===== src/rtl/csm_pkg.sv =====
package csm_pkg;
    // Coefficient digit width handled by one select unit.
    localparam int DIGIT_W = 4;
    // Number of odd alphabet constants needed to cover every nonzero digit.
    localparam int N_ALPHA = 1 << (DIGIT_W - 1);
    // Width of the shift count a select unit records.
    localparam int SHIFT_W = $clog2(DIGIT_W);
endpackage


===== src/rtl/csm_precompute.sv =====
module csm_precompute
    import csm_pkg::*;
#(
    parameter int XW = 16,
    parameter int AW = XW + DIGIT_W
) (
    input  logic signed [XW-1:0]        x_in,
    output logic        [N_ALPHA*AW-1:0] alpha_bus
);
    logic signed [AW-1:0] x_wide;
    assign x_wide = AW'(x_in);

    // Each lane is the operand times one odd constant, built from shifts and adds.
    for (genvar k = 0; k < N_ALPHA; k++) begin : g_lane
        localparam logic [DIGIT_W-1:0] ODD_C = DIGIT_W'(2 * k + 1);
        logic signed [AW-1:0] acc;
        always_comb begin
            acc = '0;
            for (int b = 0; b < DIGIT_W; b++) begin
                if (ODD_C[b]) acc = acc + (x_wide <<< b);
            end
        end
        assign alpha_bus[k*AW +: AW] = acc;
    end
endmodule


===== src/rtl/csm_select_unit.sv =====
module csm_select_unit
    import csm_pkg::*;
#(
    parameter int AW = 20,
    parameter int PW = 33
) (
    input  logic                    clk,
    input  logic                    rst_n,
    input  logic [DIGIT_W-1:0]      digit,
    input  logic [N_ALPHA*AW-1:0]   alpha_bus,
    output logic signed [PW-1:0]    part
);
    logic [SHIFT_W-1:0]    shamt;
    logic                  found;
    logic [DIGIT_W-1:0]    odd_val;
    logic [DIGIT_W-2:0]    sel_idx;
    logic signed [AW-1:0]  picked;
    logic signed [PW-1:0]  picked_ext;
    logic signed [PW-1:0]  restored;
    logic                  nonzero;

    // Normaliser: count trailing zeros up to the first set bit.
    always_comb begin
        shamt = '0;
        found = 1'b0;
        for (int b = 0; b < DIGIT_W; b++) begin
            if (!found && digit[b]) begin
                shamt = SHIFT_W'(b);
                found = 1'b1;
            end
        end
    end

    assign odd_val = digit >> shamt;
    assign sel_idx = (DIGIT_W-1)'(odd_val >> 1);

    // 8:1 selection of the shared alphabet product.
    assign picked     = alpha_bus[sel_idx*AW +: AW];
    assign picked_ext = PW'(picked);

    // Inverse shift restores the stripped power of two.
    assign restored = picked_ext <<< shamt;

    // A zero digit has no odd form; gate its contribution off.
    assign nonzero = |digit;
    assign part    = restored & {PW{nonzero}};

    logic signed [PW-1:0] unit_ref;
    logic signed [PW-1:0] digit_ext;
    assign unit_ref  = PW'($signed(alpha_bus[AW-1:0]));
    assign digit_ext = PW'(digit);

    assert_zero_digit_R3: assert property (@(posedge clk) disable iff (!rst_n)
        (digit == '0) |-> (part == '0));

    assert_digit_product_R4: assert property (@(posedge clk) disable iff (!rst_n)
        part == unit_ref * digit_ext);
endmodule


===== src/rtl/csm_final_adder.sv =====
module csm_final_adder
    import csm_pkg::*;
#(
    parameter int PW = 33,
    parameter int ND = 4
) (
    input  logic                 neg,
    input  logic [ND*PW-1:0]     parts,
    output logic signed [PW-1:0] sum
);
    logic signed [PW-1:0] total;

    // Align each digit contribution at its power-of-sixteen weight.
    always_comb begin
        total = '0;
        for (int j = 0; j < ND; j++) begin
            total = total + ($signed(parts[j*PW +: PW]) <<< (j * DIGIT_W));
        end
    end

    // Conditional negation: invert and inject the sign as the carry-in.
    assign sum = (total ^ {PW{neg}}) + PW'(neg);
endmodule


===== src/rtl/csm_mult.sv =====
module csm_mult
    import csm_pkg::*;
#(
    parameter int XW = 16,
    parameter int CW = 17
) (
    input  logic                               clk,
    input  logic                               rst_n,
    input  logic signed [XW-1:0]               x_in,
    input  logic        [CW-1:0]               coef_in,
    output logic        [N_ALPHA*(XW+DIGIT_W)-1:0] alpha_out,
    output logic signed [XW+CW-1:0]            prod_out
);
    localparam int AW = XW + DIGIT_W;
    localparam int PW = XW + CW;
    localparam int MW = CW - 1;
    localparam int ND = MW / DIGIT_W;

    logic [ND*PW-1:0]     parts;
    logic signed [PW-1:0] prod_d;

    csm_precompute #(.XW(XW), .AW(AW)) u_pre (
        .x_in      (x_in),
        .alpha_bus (alpha_out)
    );

    for (genvar d = 0; d < ND; d++) begin : g_sel
        logic signed [PW-1:0] part_d;
        csm_select_unit #(.AW(AW), .PW(PW)) u_sel (
            .clk       (clk),
            .rst_n     (rst_n),
            .digit     (coef_in[d*DIGIT_W +: DIGIT_W]),
            .alpha_bus (alpha_out),
            .part      (part_d)
        );
        assign parts[d*PW +: PW] = part_d;
    end

    csm_final_adder #(.PW(PW), .ND(ND)) u_add (
        .neg   (coef_in[MW]),
        .parts (parts),
        .sum   (prod_d)
    );

    always_ff @(posedge clk or negedge rst_n) begin
        if (!rst_n) prod_out <= '0;
        else        prod_out <= prod_d;
    end

    // Reference terms for the checks below.
    logic signed [PW-1:0] x_ext;
    logic signed [PW-1:0] mag_ext;
    logic signed [AW-1:0] x_alpha;
    assign x_ext   = PW'(x_in);
    assign mag_ext = PW'(coef_in[MW-1:0]);
    assign x_alpha = AW'(x_in);

    assert_positive_product_R1: assert property (@(posedge clk) disable iff (!rst_n)
        !coef_in[MW] |=> prod_out == $past(x_ext) * $past(mag_ext));

    assert_negated_product_R6: assert property (@(posedge clk) disable iff (!rst_n)
        coef_in[MW] |=> prod_out == -($past(x_ext) * $past(mag_ext)));

    assert_zero_magnitude_R5: assert property (@(posedge clk) disable iff (!rst_n)
        (coef_in[MW-1:0] == '0) |=> (prod_out == '0));

    assert_reset_clear_R7: assert property (@(posedge clk)
        !rst_n |=> (prod_out == '0));

    for (genvar k = 0; k < N_ALPHA; k++) begin : g_alpha_chk
        assert_alpha_lane_R2: assert property (@(posedge clk) disable iff (!rst_n)
            $signed(alpha_out[k*AW +: AW]) == x_alpha * AW'(2 * k + 1));
    end
endmodule


===== config.mk =====
export PLATFORM = sky130hd
export DESIGN_NAME = csm_mult
export DESIGN_NICKNAME = d
export VERILOG_FILES = /design/src/rtl/csm_pkg.sv /design/src/rtl/csm_precompute.sv /design/src/rtl/csm_select_unit.sv /design/src/rtl/csm_final_adder.sv /design/src/rtl/csm_mult.sv
export SDC_FILE = /design/constraint.sdc
export NUM_CORES = 1
export LEC_CHECK = 0
export BUFFER_PORTS_ARGS = -buffer_cell sky130_fd_sc_hd__buf_4
export CAP_MARGIN = 10
export CELL_PAD_IN_SITES_DETAIL_PLACEMENT = 1
export CELL_PAD_IN_SITES_GLOBAL_PLACEMENT = 1
export CORE_MARGIN = 10
export CORE_UTILIZATION = 44
export CTS_CLUSTER_DIAMETER = 60
export DETAILED_ROUTE_END_ITERATION = 8
export GPL_ROUTABILITY_DRIVEN = 0
export HOLD_SLACK_MARGIN = 0.15
export PLACE_DENSITY_LB_ADDON = 0.3
export SLEW_MARGIN = 20
export SYNTH_ARGS = -nofsm -noshare
export SYNTH_HDL_FRONTEND = slang
export SYNTH_SLANG_ARGS = --single-unit

===== constraint.sdc =====
create_clock -name clk -period 9.85 [get_ports clk]
set_clock_uncertainty 0.15 [all_clocks]
set_input_delay 1.97 -clock clk [delete_from_list [all_inputs] [get_ports clk]]
set_output_delay 1.97 -clock clk [all_outputs]
set_load 0.005 [all_outputs]

==> metrics.csv, run 1 <==
metric,value,unit
first-pass GRT wire length,215.4,mm
largest net degree at the start of global routing,45,
Die Ht,213.5,um
Num CTS Buffers,5,
outcome,aborted with a tool error,
clock tree buffer depth,2,
Cells after Synth,2290,
DIE WIDTH,213.5,um
Initial Util,44.79,%
register area share after synthesis,5.012,%
Post-Syn Area per Cell,7.195,sq um
H-tree lvl count,2,
root buf cell,clkbuf_16,
Post-synth top cells,"nand2_1 (234), a21oi_1 (192), nor2_1 (182), inv_1 (148), o21ai_0 (148)",
port buffer count,227,
Synth warnings,0,
Syn Nets,2518,
Total GRT Usage,63.94,%
largest cells by area after synthesis,"ha_1 (11%), fa_1 (6.2%), a21oi_1 (5.8%)",
total grt overflow,2,
Run Error,[ERROR GRT-0116] Global routing finished with congestion. Check the congestion regions in the DRC Viewer.,
"Top FF cell, synth",dfrtp_1,
Synth Cell Area,16480,sq um
CTS Sinks,33,
number of synthesized register bits,33,
most frequent cell after synthesis,nand2_1,
vias in the first global route,31730,
Synth top area share,10.78,%
async set or reset register ratio after synthesis,100.0,%
Yosys top cell by area,ha_1,
Post-synth EDFFs,0,
Fail Step,5_1_grt,
Yosys cell types,97,
FP Rows,70,
post-DP HPWL,82.87,mm
# IOs,228,
==> logic make-up after synthesis <==
family                     after synthesis  share of synthesized area [%]
and+or+nand+nor                        682                          19.26
AOI/OAI and AO/OA                      826                          34.54
xor gates and xnor gates               143                          7.685
muxes                                   81                          7.753
adders and majority gates              193                          16.98
DFF                                     33                          5.012
buffers and inverters                  332                          8.778
==> stage by stage <==
step	area [sq um]	worst slack, ns	hold slack [ns]	std cells	TNS (ns)
2_1_floorplan	16760	-0.8898	1.524	2290	-6.578
3_3_place_gp	22670	-1.454	1.769	3390	-20.71
3_5_place_dp	22670	-2.184	1.778	3390	-32.49
4_1_cts	23940	-1.349	1.484	3442	-16.31
==> metal layers <==
layer / global-route usage [%] / overflow
met1: 61.31 / 0
met2: 82.88 / 2
met3: 48.33 / 0
met4: 64.83 / 0
met5: 19.98 / 0
==> what timing repair did <==
| item | in CTS |
|---|---|
| resized for setup | 170 |
| pin swaps | 103 |
| hold buffers | 0 |
| setup buffers | 47 |
| endpoints found under the setup margin | 22 |
==> inputs of run 2 (changes only) <==
CELL_PAD_IN_SITES_DETAIL_PLACEMENT = unset   (was 1)
CELL_PAD_IN_SITES_GLOBAL_PLACEMENT = unset   (was 1)
CORE_UTILIZATION = 40   (was 44)
CTS_CLUSTER_DIAMETER = unset   (was 60)
HOLD_SLACK_MARGIN = unset   (was 0.15)
PLACE_DENSITY_LB_ADDON = 0.15   (was 0.3)
==> run 2 against run 1 <==
Compared with the run above:
- area after synthesis did not move
- the flow now finishes, with violations (negative setup slack)
- synthesized cell count unchanged
==> metrics.csv, run 2 <==
metric,value,unit,change
Final Core Density,59.96,%,
met1 Use GR,36.54,%,
DIE WIDTH,223.0,um,+4.4%
Post-synth EDFFs,0,,unchanged
footprint of the multi-input gates,15460,sq um,
largest family of logic cells by synthesized area,compound AO/OA/AOI/OAI gates,,
max reg flops,33,,
TritonRoute pass-1 iters,6,,
outcome,finished with violations,,
number of synthesized register bits,33,,unchanged
"Top FF cell, synth",dfrtp_1,,
CTS Sinks,33,,unchanged
Final WS setup,-1.140,ns,
leakage,11.23,nW,
failing checks,negative setup slack,,
Num CTS Buffers,5,,unchanged
register area share after synthesis,5.012,%,unchanged
clock tree buffer depth,2,,unchanged
Synth warnings,0,,unchanged
Post-synth top cells,"nand2_1 (234), a21oi_1 (192), nor2_1 (182), inv_1 (148), o21ai_0 (148)",,
Yosys cell types,97,,unchanged
total number of vias,21710,,
Post-Synth XOR/XNOR Area,7.685,%,unchanged
post-route ant nets,0,,
Synth top area share,10.78,%,unchanged
post-DR vias/cell,6.139,,
Die Area,49710,sq um,
Crit Path Class,input port to register,,
RSZ-0062 raised after global routing,yes,,
post-DP HPWL,65.74,mm,-21%
largest net degree at the start of global routing,45,,
period utilization,111.6,%,
# IOs,228,,unchanged
total grt overflow,0,,
hold_ws,1.467,ns,
global routing's busiest layer,met2,,
Layout Area Growth over Synthesis,48.25,%,
mux cell area share after synthesis,7.753,%,unchanged
most frequent cells in the layout,"buf_4 (869), nand2_1 (226), nor2_1 (173)",,
Core Region,40740,sq um,
Regs by FF count,prod_out: 33 flops,,
Pwr per Cell Area,328.1,nW/um^2,
maximum vdd drop,0.2657,mV,
Storage cell area,825.8,sq um,
met2 Usage GRT,50.69,%,
critical path's slowest cell,fa_1,,
post-synthesis compound-gate area fraction,34.54,%,unchanged
"slowest stage delay, CP",0.55,ns,
Yosys top cell by area,ha_1,,
dpl cell area,22780,sq um,+0.51%
final setup vio count,19,,
Power Total,8.015,mW,
Synth Cell Area,16480,sq um,unchanged
"Reg clk slew, reported paths",0.05,ns,
Slew @ Worst Pin,1.148,ns,
async set or reset register ratio after synthesis,100.0,%,unchanged
1st-iter DRT viols,2673,,
Simple-Gate Fraction of Synth Area,19.26,%,unchanged
Routed WL per cell,23.00,um,
CP arrival,10.99,ns,
largest cells by area after synthesis,"ha_1 (11%), fa_1 (6.2%), a21oi_1 (5.8%)",,
Final Max Tran Viols,0,,
fmax,90.99,MHz,
Die Ht,223.0,um,+4.4%
largest register by flop count,prod_out,,
"commonest non-fill, non-tap cell in the layout",buf_4,,
crit end category,register,,
FP Rows,74,,+5.7%
Total GRT Usage,30.40,%,
share of cells above drive strength 1,39.01,%,
startpoint types,input port,,
CTS Hold Bufs,0,,unchanged
"most used cell, CP",o21a_1,,
Hold Path Class,input port to async pin,,
Post-layout nets,3231,,
port buffer count,227,,unchanged
Fin. Hold Viols,0,,
TritonCTS clock tree,done,,
# fillers,3760,,
first-pass GRT wire length,121.6,mm,
initial antenna violation count,0,,
Synth Area in Adders,16.98,%,unchanged
Max Fanout on Critical Path,4,,
Initial Util,40.45,%,-4.3 points
Post-Syn Area per Cell,7.195,sq um,unchanged
met3 Track Usage GR,4.956,%,
Cells after Synth,2290,,unchanged
H-tree lvl count,2,,unchanged
most frequent cell after synthesis,nand2_1,,
drt total wl,81.37,mm,
vias in the first global route,21330,,
CP Data Required Time,9.85,ns,
Max transition margin,22.62,%,
design area,24430,sq um,
Max Cap Viol,0,,
post-route minimum period,10.99,ns,
Residual DRC,0,,
setup TNS,-13.17,ns,
root buf cell,clkbuf_16,,
Syn Nets,2518,,unchanged
[run 2: cell counts after synthesis]
No cell type changed its count.
[run 2: timing repair]
action                                  4_1_cts  5_1_grt
setup buffers                                38       30
endpoints found under the setup margin       21       22
gates resized for setup                     107       96
pin swaps                                    51       62
[run 2: how the worst max path moves through the flow]
stage,startpoint,end,slack (ns),cells past startpoint
finish,x_in[0],prod_out[32],-1.14,43
global route,x_in[1],prod_out[32],-1.50,44
global placement,x_in[0],prod_out[32],-1.53,45
floorplan,x_in[0],prod_out[32],-0.89,40
detailed placement,x_in[1],prod_out[32],-1.71,43
CTS,x_in[0],prod_out[32],-1.08,42
[run 2: where the power goes]
part	internal (mW)	switching, mW
sequential	0.225	0.0156
combinational	3.84	3.79
clock	0.0924	0.0515
total	4.16	3.85
[run 2: metal layers]
metal,vias to the layer above,share of wire (%)
met3,333,10
met5,-,0
met1,10190,38
met2,1340,46
met4,0,6.1
li1,9851,-
[run 2: layout make-up]
type,count,share of cell area (%)
tap,532,2.725
antenna,1,0.01024
clock inverter,2,0.04098
multi-input combinational,1925,63.30
clock buffer,6,0.5276
sequential,33,3.381
timing repair buffer,887,27.65
inverter,151,2.356
[run 2: logic make-up (layout without fill, tap and decap cells)]
family / count (synthesis) / in the layout
other cells: 0 / 1
flops: 33 / 33
fa+ha+maj: 193 / 193
xor+xnor: 143 / 143
buf+inv: 332 / 1046
mux: 81 / 81
compound gates: 826 / 826
simple gates: 682 / 682
[run 2: through the flow]
| step | std cells | setup WS (ns) |
|---|---|---|
| 2_1_floorplan | 2290 | -0.8898 |
| 3_3_place_gp | 3462 | -1.529 |
| 3_5_place_dp | 3462 | -1.710 |
| 4_1_cts | 3507 | -1.084 |
| 5_1_grt | 3536 | -1.505 |
| 6_report | 3537 | -1.140 |
[run 2: critical path, delay by kind of cell]
kind / cells / cell delay, ns
muxes: 2 / 0.74
adders and majority gates: 7 / 2.07
xor gates and xnor gates: 2 / 0.43
and+or+nand+nor: 8 / 1.55
AOI/OAI and AO/OA: 18 / 3.78
buffers and inverters: 6 / 0.44
No activity file was read; power rests on OpenSTA's default activity.
